===== config.mk =====
export PLATFORM = sky130hd
export DESIGN_NAME = multistep_cpu
export DESIGN_NICKNAME = d
export VERILOG_FILES = /design/src/rtl/mscpu_pkg.sv /design/src/rtl/mscpu_aluctl.sv /design/src/rtl/mscpu_ctrl.sv /design/src/rtl/mscpu_dpath.sv /design/src/rtl/multistep_cpu.sv
export SDC_FILE = /design/constraint.sdc
export NUM_CORES = 2
export LEC_CHECK = 0
export BUFFER_PORTS_ARGS = -buffer_cell sky130_fd_sc_hd__buf_4
export CAP_MARGIN = 20
export CORE_MARGIN = 4
export CORE_UTILIZATION = 40
export DETAILED_ROUTE_END_ITERATION = 7
export GPL_TIMING_DRIVEN = 0
export PLACE_DENSITY = 0.57
export SLEW_MARGIN = 20
export SYNTH_ARGS = -nofsm -noshare
export SYNTH_HDL_FRONTEND = slang
export SYNTH_SLANG_ARGS = --single-unit

===== constraint.sdc =====
create_clock -name clk -period 7.8 [get_ports clk]
set_input_delay 0.39 -clock clk [delete_from_list [all_inputs] [get_ports clk]]
set_output_delay 0.39 -clock clk [all_outputs]
set_load 0.01 [all_outputs]

===== src/rtl/mscpu_pkg.sv =====
package mscpu_pkg;
  localparam int XLEN  = 32;
  localparam int NREGS = 32;
  localparam int RIDX  = $clog2(NREGS);

  localparam logic [5:0] OP_RTYPE = 6'h00;
  localparam logic [5:0] OP_JUMP  = 6'h02;
  localparam logic [5:0] OP_BEQ   = 6'h04;
  localparam logic [5:0] OP_LOAD  = 6'h23;
  localparam logic [5:0] OP_STORE = 6'h2B;

  localparam logic [5:0] FN_ADD = 6'h20;
  localparam logic [5:0] FN_SUB = 6'h22;
  localparam logic [5:0] FN_AND = 6'h24;
  localparam logic [5:0] FN_OR  = 6'h25;
  localparam logic [5:0] FN_SLT = 6'h2A;

  localparam logic [3:0] ALU_AND = 4'b0000;
  localparam logic [3:0] ALU_OR  = 4'b0001;
  localparam logic [3:0] ALU_ADD = 4'b0010;
  localparam logic [3:0] ALU_SUB = 4'b0110;
  localparam logic [3:0] ALU_SLT = 4'b0111;

  typedef enum logic [1:0] {AOP_ADD = 2'd0, AOP_SUB = 2'd1, AOP_FUNCT = 2'd2} aluOpT;
  typedef enum logic [1:0] {SB_REG = 2'd0, SB_FOUR = 2'd1, SB_IMM = 2'd2, SB_IMMX4 = 2'd3} srcBT;
  typedef enum logic [1:0] {PS_ALU = 2'd0, PS_LATCH = 2'd1, PS_JUMP = 2'd2} pcSrcT;

  typedef enum logic [3:0] {
    ST_FETCH, ST_DECODE, ST_ADDR, ST_RDMEM, ST_WRMEM, ST_LDWB,
    ST_EXEC, ST_RWB, ST_BRANCH, ST_JUMP, ST_HALT
  } stepT;

  typedef struct packed {
    logic  pcWrite;
    logic  pcWriteCond;
    pcSrcT pcSrc;
    logic  iorD;
    logic  memWrite;
    logic  irWrite;
    logic  regWrite;
    logic  regDst;
    logic  memToReg;
    logic  srcAReg;
    srcBT  srcB;
    aluOpT aluOp;
  } strobeT;
endpackage


===== src/rtl/mscpu_aluctl.sv =====
module mscpu_aluctl
  import mscpu_pkg::*;
(
  input  aluOpT      aluOp,
  input  logic [5:0] funct,
  output logic [3:0] aluCode
);
  always_comb begin
    case (aluOp)
      AOP_ADD: aluCode = ALU_ADD;
      AOP_SUB: aluCode = ALU_SUB;
      default: begin
        case (funct)
          FN_ADD:  aluCode = ALU_ADD;
          FN_SUB:  aluCode = ALU_SUB;
          FN_AND:  aluCode = ALU_AND;
          FN_OR:   aluCode = ALU_OR;
          FN_SLT:  aluCode = ALU_SLT;
          default: aluCode = ALU_AND;
        endcase
      end
    endcase
  end
endmodule


===== src/rtl/mscpu_ctrl.sv =====
module mscpu_ctrl
  import mscpu_pkg::*;
(
  input  logic       clk,
  input  logic       rstN,
  input  logic [5:0] opcode,
  input  logic [5:0] funct,
  output strobeT     ctl,
  output logic       halted
);
  stepT state, stateNext;
  logic functOk;

  assign functOk = (funct == FN_ADD) || (funct == FN_SUB) || (funct == FN_AND) ||
                   (funct == FN_OR)  || (funct == FN_SLT);

  always_ff @(posedge clk) begin
    if (!rstN) state <= ST_FETCH;
    else       state <= stateNext;
  end

  always_comb begin
    stateNext = state;
    case (state)
      ST_FETCH:  stateNext = ST_DECODE;
      ST_DECODE: begin
        case (opcode)
          OP_LOAD, OP_STORE: stateNext = ST_ADDR;
          OP_RTYPE:          stateNext = functOk ? ST_EXEC : ST_HALT;
          OP_BEQ:            stateNext = ST_BRANCH;
          OP_JUMP:           stateNext = ST_JUMP;
          default:           stateNext = ST_HALT;
        endcase
      end
      ST_ADDR:   stateNext = (opcode == OP_LOAD) ? ST_RDMEM : ST_WRMEM;
      ST_RDMEM:  stateNext = ST_LDWB;
      ST_EXEC:   stateNext = ST_RWB;
      ST_LDWB, ST_WRMEM, ST_RWB, ST_BRANCH, ST_JUMP: stateNext = ST_FETCH;
      default:   stateNext = ST_HALT;
    endcase
  end

  always_comb begin
    ctl = '0;
    ctl.aluOp = AOP_ADD;
    ctl.srcB  = SB_REG;
    ctl.pcSrc = PS_ALU;
    case (state)
      ST_FETCH: begin
        ctl.irWrite = 1'b1;
        ctl.pcWrite = 1'b1;
        ctl.srcB    = SB_FOUR;
      end
      ST_DECODE: ctl.srcB = SB_IMMX4;
      ST_ADDR: begin
        ctl.srcAReg = 1'b1;
        ctl.srcB    = SB_IMM;
      end
      ST_RDMEM: ctl.iorD = 1'b1;
      ST_WRMEM: begin
        ctl.iorD     = 1'b1;
        ctl.memWrite = 1'b1;
      end
      ST_LDWB: begin
        ctl.regWrite = 1'b1;
        ctl.memToReg = 1'b1;
      end
      ST_EXEC: begin
        ctl.srcAReg = 1'b1;
        ctl.aluOp   = AOP_FUNCT;
      end
      ST_RWB: begin
        ctl.regWrite = 1'b1;
        ctl.regDst   = 1'b1;
      end
      ST_BRANCH: begin
        ctl.srcAReg     = 1'b1;
        ctl.aluOp       = AOP_SUB;
        ctl.pcWriteCond = 1'b1;
        ctl.pcSrc       = PS_LATCH;
      end
      ST_JUMP: begin
        ctl.pcWrite = 1'b1;
        ctl.pcSrc   = PS_JUMP;
      end
      default: ;
    endcase
  end

  assign halted = (state == ST_HALT);
endmodule


===== src/rtl/mscpu_dpath.sv =====
module mscpu_dpath
  import mscpu_pkg::*;
#(
  parameter logic [XLEN-1:0] RESET_PC = '0
) (
  input  logic            clk,
  input  logic            rstN,
  input  strobeT          ctl,
  input  logic [XLEN-1:0] memRData,
  output logic [XLEN-1:0] memAddr,
  output logic [XLEN-1:0] memWData,
  output logic [5:0]      opcode,
  output logic [5:0]      funct
);
  logic [XLEN-1:0] pc, ir, regA, regB, aluOut, mdr;
  logic [XLEN-1:0] regs [NREGS];
  logic [RIDX-1:0] rsIdx, rtIdx, rdIdx, wIdx;
  logic [XLEN-1:0] rdA, rdB, simm, srcA, srcB, aluRes, wData, jumpTgt, pcNext;
  logic [3:0]      aluCode;
  logic            aluZero, pcLoad;

  assign opcode = ir[31:26];
  assign funct  = ir[5:0];
  assign rsIdx  = ir[25:21];
  assign rtIdx  = ir[20:16];
  assign rdIdx  = ir[15:11];
  assign simm   = {{(XLEN-16){ir[15]}}, ir[15:0]};

  assign rdA = (rsIdx == '0) ? '0 : regs[rsIdx];
  assign rdB = (rtIdx == '0) ? '0 : regs[rtIdx];

  assign srcA = ctl.srcAReg ? regA : pc;
  always_comb begin
    case (ctl.srcB)
      SB_REG:   srcB = regB;
      SB_FOUR:  srcB = XLEN'(4);
      SB_IMM:   srcB = simm;
      default:  srcB = {simm[XLEN-3:0], 2'b00};
    endcase
  end

  mscpu_aluctl u_aluctl (
    .aluOp  (ctl.aluOp),
    .funct  (funct),
    .aluCode(aluCode)
  );

  always_comb begin
    case (aluCode)
      ALU_AND: aluRes = srcA & srcB;
      ALU_OR:  aluRes = srcA | srcB;
      ALU_ADD: aluRes = srcA + srcB;
      ALU_SUB: aluRes = srcA - srcB;
      ALU_SLT: aluRes = ($signed(srcA) < $signed(srcB)) ? XLEN'(1) : '0;
      default: aluRes = '0;
    endcase
  end
  assign aluZero = (aluRes == '0);

  assign jumpTgt = {pc[XLEN-1:XLEN-4], ir[25:0], 2'b00};
  always_comb begin
    case (ctl.pcSrc)
      PS_ALU:   pcNext = aluRes;
      PS_LATCH: pcNext = aluOut;
      default:  pcNext = jumpTgt;
    endcase
  end
  assign pcLoad = ctl.pcWrite | (ctl.pcWriteCond & aluZero);

  assign wIdx  = ctl.regDst ? rdIdx : rtIdx;
  assign wData = ctl.memToReg ? mdr : aluOut;

  assign memAddr  = ctl.iorD ? aluOut : pc;
  assign memWData = regB;

  always_ff @(posedge clk) begin
    if (!rstN) begin
      pc     <= RESET_PC;
      ir     <= '0;
      regA   <= '0;
      regB   <= '0;
      aluOut <= '0;
      mdr    <= '0;
    end else begin
      if (pcLoad)      pc <= pcNext;
      if (ctl.irWrite) ir <= memRData;
      regA   <= rdA;
      regB   <= rdB;
      aluOut <= aluRes;
      mdr    <= memRData;
    end
  end

  always_ff @(posedge clk) begin
    if (rstN && ctl.regWrite && (wIdx != '0)) regs[wIdx] <= wData;
  end
endmodule


===== src/rtl/multistep_cpu.sv =====
module multistep_cpu
  import mscpu_pkg::*;
#(
  parameter logic [XLEN-1:0] RESET_PC = '0
) (
  input  logic            clk,
  input  logic            rstN,
  output logic [XLEN-1:0] memAddr,
  output logic [XLEN-1:0] memWData,
  output logic            memWe,
  input  logic [XLEN-1:0] memRData,
  output logic            halted
);
  strobeT     ctl;
  logic [5:0] opcode, funct;

  mscpu_ctrl u_ctrl (
    .clk   (clk),
    .rstN  (rstN),
    .opcode(opcode),
    .funct (funct),
    .ctl   (ctl),
    .halted(halted)
  );

  mscpu_dpath #(.RESET_PC(RESET_PC)) u_dpath (
    .clk     (clk),
    .rstN    (rstN),
    .ctl     (ctl),
    .memRData(memRData),
    .memAddr (memAddr),
    .memWData(memWData),
    .opcode  (opcode),
    .funct   (funct)
  );

  assign memWe = ctl.memWrite;
endmodule


==> run metrics <==
die height 397 um; register area share after synthesis 57.2%; GRT Overall Usage 32.3%; CTS tree yes; Synth Flop Type edfxtp_1; slew margin rel. ~5.3%; residual DRC count 0; Worst Setup SP u_ctrl.state[3]$_SDFF_PN0_; initial antenna violation count 14; Slew Limit Fails 0; detailed router's first-iteration violation count 7121; unrepaired setup endpoints after global routing false; Final setup viols 0; Crit-path slowest cell a222oi_1; post-detailed-route wirelength per cell about 40 um; clk sinks 1220; WP buf/inv 6; CP max FO 10; Pleak 0.0235 uW; total CTS buffers 134; FF/Latch Area 34700 um^2; CP peak stage delay 1040 ps; die area 158000 um^2; gr ovfl total 0; count of non-filler cells in the finished layout 6496; IO Pins 100; Hold Vio Cnt, Final 0; hold path startpoint memRData[6]; Crit Path Category reg -> reg; H-tree Lvls 4; reg2reg start u_ctrl.state[3]$_SDFF_PN0_; PD cells 417 nW/um^2; Antenna Violating Nets Remaining 0; min cycle time layout roughly 7600 ps; worst setup margin 200 ps; Post-Syn Area per Cell around 15 um^2; Post-synth ARST share 0%; num rows around 140; initial core utilization 40.4%; highest clock rate approximately 130 MHz; synthesized flop and latch total 1220; first-pass GRT wire length 349 mm; dpl ws -442 ps; Hold Crit Class in -> reg; maxcap violations 0; cell family with most CP delay compound AO/OA/AOI/OAI gates; CP endpoint kind register; Peak VDD IR 217 uV; Yosys warnings 0; routed vias 43.6k; most frequent cells in the layout edfxtp_1 (1024), mux4_2 (450), mux2i_1 (259), clkbuf_1 (227), nand2_1 (204); status finished clean; Post-Synthesis Cells 3999; layout cell share with drive strength beyond 1 25.8%; post-DP HPWL 189 mm; Clk Latency, worst-skew pair 810 ps; core area between 150000 and 200000 um^2; Vias/cell 6.72; Nets 4513; port buffer count 99; Sum Neg Setup Slack 0 ps; CTS Buffer Depth 3; clk_skew 38.9 ps; Post-Route WL 259 mm; required time worst endpoint 8460 ps; CP Data Arrival Time 8260 ps; clk root buf clkbuf_16; pin count of the biggest net entering global routing 33; final worst path period share 97.4%; Synth-to-Final Area Change 16.3%; Worst setup SP type register; slew of the pin with the lowest slew margin 1420 ps; most frequent CP cell clkbuf_1; unique cell type count in the Yosys netlist 89; placed insts between 6k and 7k; vias in the first global route 41.6k; # fillers 13.1k; Mapped Area 60600 um^2; gp weighted congestion 0.997; Multi-input gate area 24800 um^2; CP Cell Sequence clkbuf_1 > nor2_1 > nand2_1 > nor2_1 > clkbuf_1 > a222oi_1 > inv_1 > ha_1 > clkbuf_1 > a221o_1 > a221oi_1 > xor2_1 > o21ai_0 > a21oi_1 > nand2_1 > or4_1 > or4_4 > nor4_4 > nor3_2 > buf_6 > buf_6 > mux2i_1; drt pass-1 iters 7; commonest non-fill, non-tap cell in the layout edfxtp_1; Clock Pin Slew Worst Setup and Hold Paths roughly 60 ps; Post-synth EDFFs 1024; Die X 397 um
-- layer usage --
metal | up-vias | global-route usage, % | wire length, um
met3 | 672 | 10.2 | 33900
met4 | 10 | 18.8 | 18600
met1 | 22700 | 41.9 | 93900
met2 | 3247 | 47.9 | 112000
met5 | - | 0 | 82
li1 | 17000 | - | -
-- worst paths after layout --
kind | to | slack (ps) | cells after the start
hold / removal | u_dpath.mdr[6]$_SDFF_PN0_ | 370 | 3
setup reg to reg | u_dpath.pc[18]$_SDFFE_PN0P_ | 200 | 22
hold reg to reg | u_dpath.pc[5]$_SDFFE_PN0P_ | 470 | 2
setup / recovery | u_dpath.pc[18]$_SDFFE_PN0P_ | 200 | 22
-- state kept, by name, summed over array words and instances, names as in the netlist --
signal,count
u_dpath.memWData,32
u_dpath.mdr,32
u_dpath.aluOut,32
u_dpath.regs,1024
u_dpath.pc,32
u_dpath.ir,32
u_dpath.regA,32
u_ctrl.state,4
-- where the power goes --
| part | total (uW) | internal [uW] | leakage [uW] | switching (uW) |
|---|---|---|---|---|
| combinational | 14800 | 4670 | 0.0104 | 10100 |
| clock | 6150 | 3380 | 0.00202 | 2770 |
| sequential | 8430 | 7990 | 0.0111 | 437 |
| total | 29400 | 16000 | 0.0235 | 13300 |
-- timing repair --
action / CTS / global route
hold buffers: 33 / 0
setup buffers: 0 / 1
endpoints found under the hold margin: 65 / 0
pin swaps: 0 / 1
gates resized for setup: 3 / 7
endpoints found under the setup margin: 32 / 28
-- final cells by class --
cell class              instances  share of cell area [%]
diodes                          6                  0.0213
plain buffers                 318                    1.92
clock buffers                 178                    5.11
clock inverters                66                   0.771
inverters                     102                   0.543
multi-input cells            2390                    35.1
flip-flops and latches       1220                    49.2
well taps                    2016                    3.58
repair buffers                200                    3.71
-- tightest hold or removal path, cell delays in order --
cell           delay, ps
dlygate4sd3_1        530
buf_4                110
and2_1               100
-- through the flow --
| stage | utilization, % | cell area [um^2] | power [uW] | hold slack (ps) |
|---|---|---|---|---|
| 3_3_place_gp | 42.6 | 64000 | 22600 | 458 |
| 3_5_place_dp | 43.9 | 65900 | 22700 | 464 |
| 4_1_cts | 46.9 | 70300 | 28800 | 336 |
| 2_1_floorplan | - | 60700 | 16300 | 444 |
| 5_1_grt | 46.9 | 70400 | 30000 | 360 |
| 6_report | 46.9 | 70500 | 29400 | 370 |
-- synthesized netlist by cell type (70+ instances only) --
| cell | instances | area, um^2 |
|---|---|---|
| edfxtp_1 | 1024 | 30700 |
| mux4_2 | 450 | 10100 |
| mux2i_1 | 260 | 2600 |
| clkbuf_1 | 239 | 897 |
| nand2_1 | 204 | 766 |
| dfxtp_1 | 196 | 3920 |
| nor2_1 | 184 | 691 |
| mux2_2 | 156 | 1760 |
| a21oi_1 | 147 | 736 |
| ha_1 | 111 | 1390 |
| inv_1 | 99 | 372 |
| a221oi_1 | 73 | 639 |
| buf_1 | 70 | 263 |
-- cells by family (layout without fill, tap and decap cells) --
| group | Yosys count | after routing | synth area share (%) |
|---|---|---|---|
| adders and majority gates | 113 | 113 | 2.36 |
| and+or+nand+nor | 645 | 645 | 5.04 |
| AOI/OAI and AO/OA | 712 | 712 | 8.49 |
| DFF | 1220 | 1220 | 57.2 |
| other | 1 | 38 | 0.00619 |
| xor gates and xnor gates | 22 | 22 | 0.318 |
| buffers and inverters | 420 | 864 | 2.66 |
| muxes | 866 | 866 | 23.9 |
No activity file was read; power rests on OpenSTA's default activity.
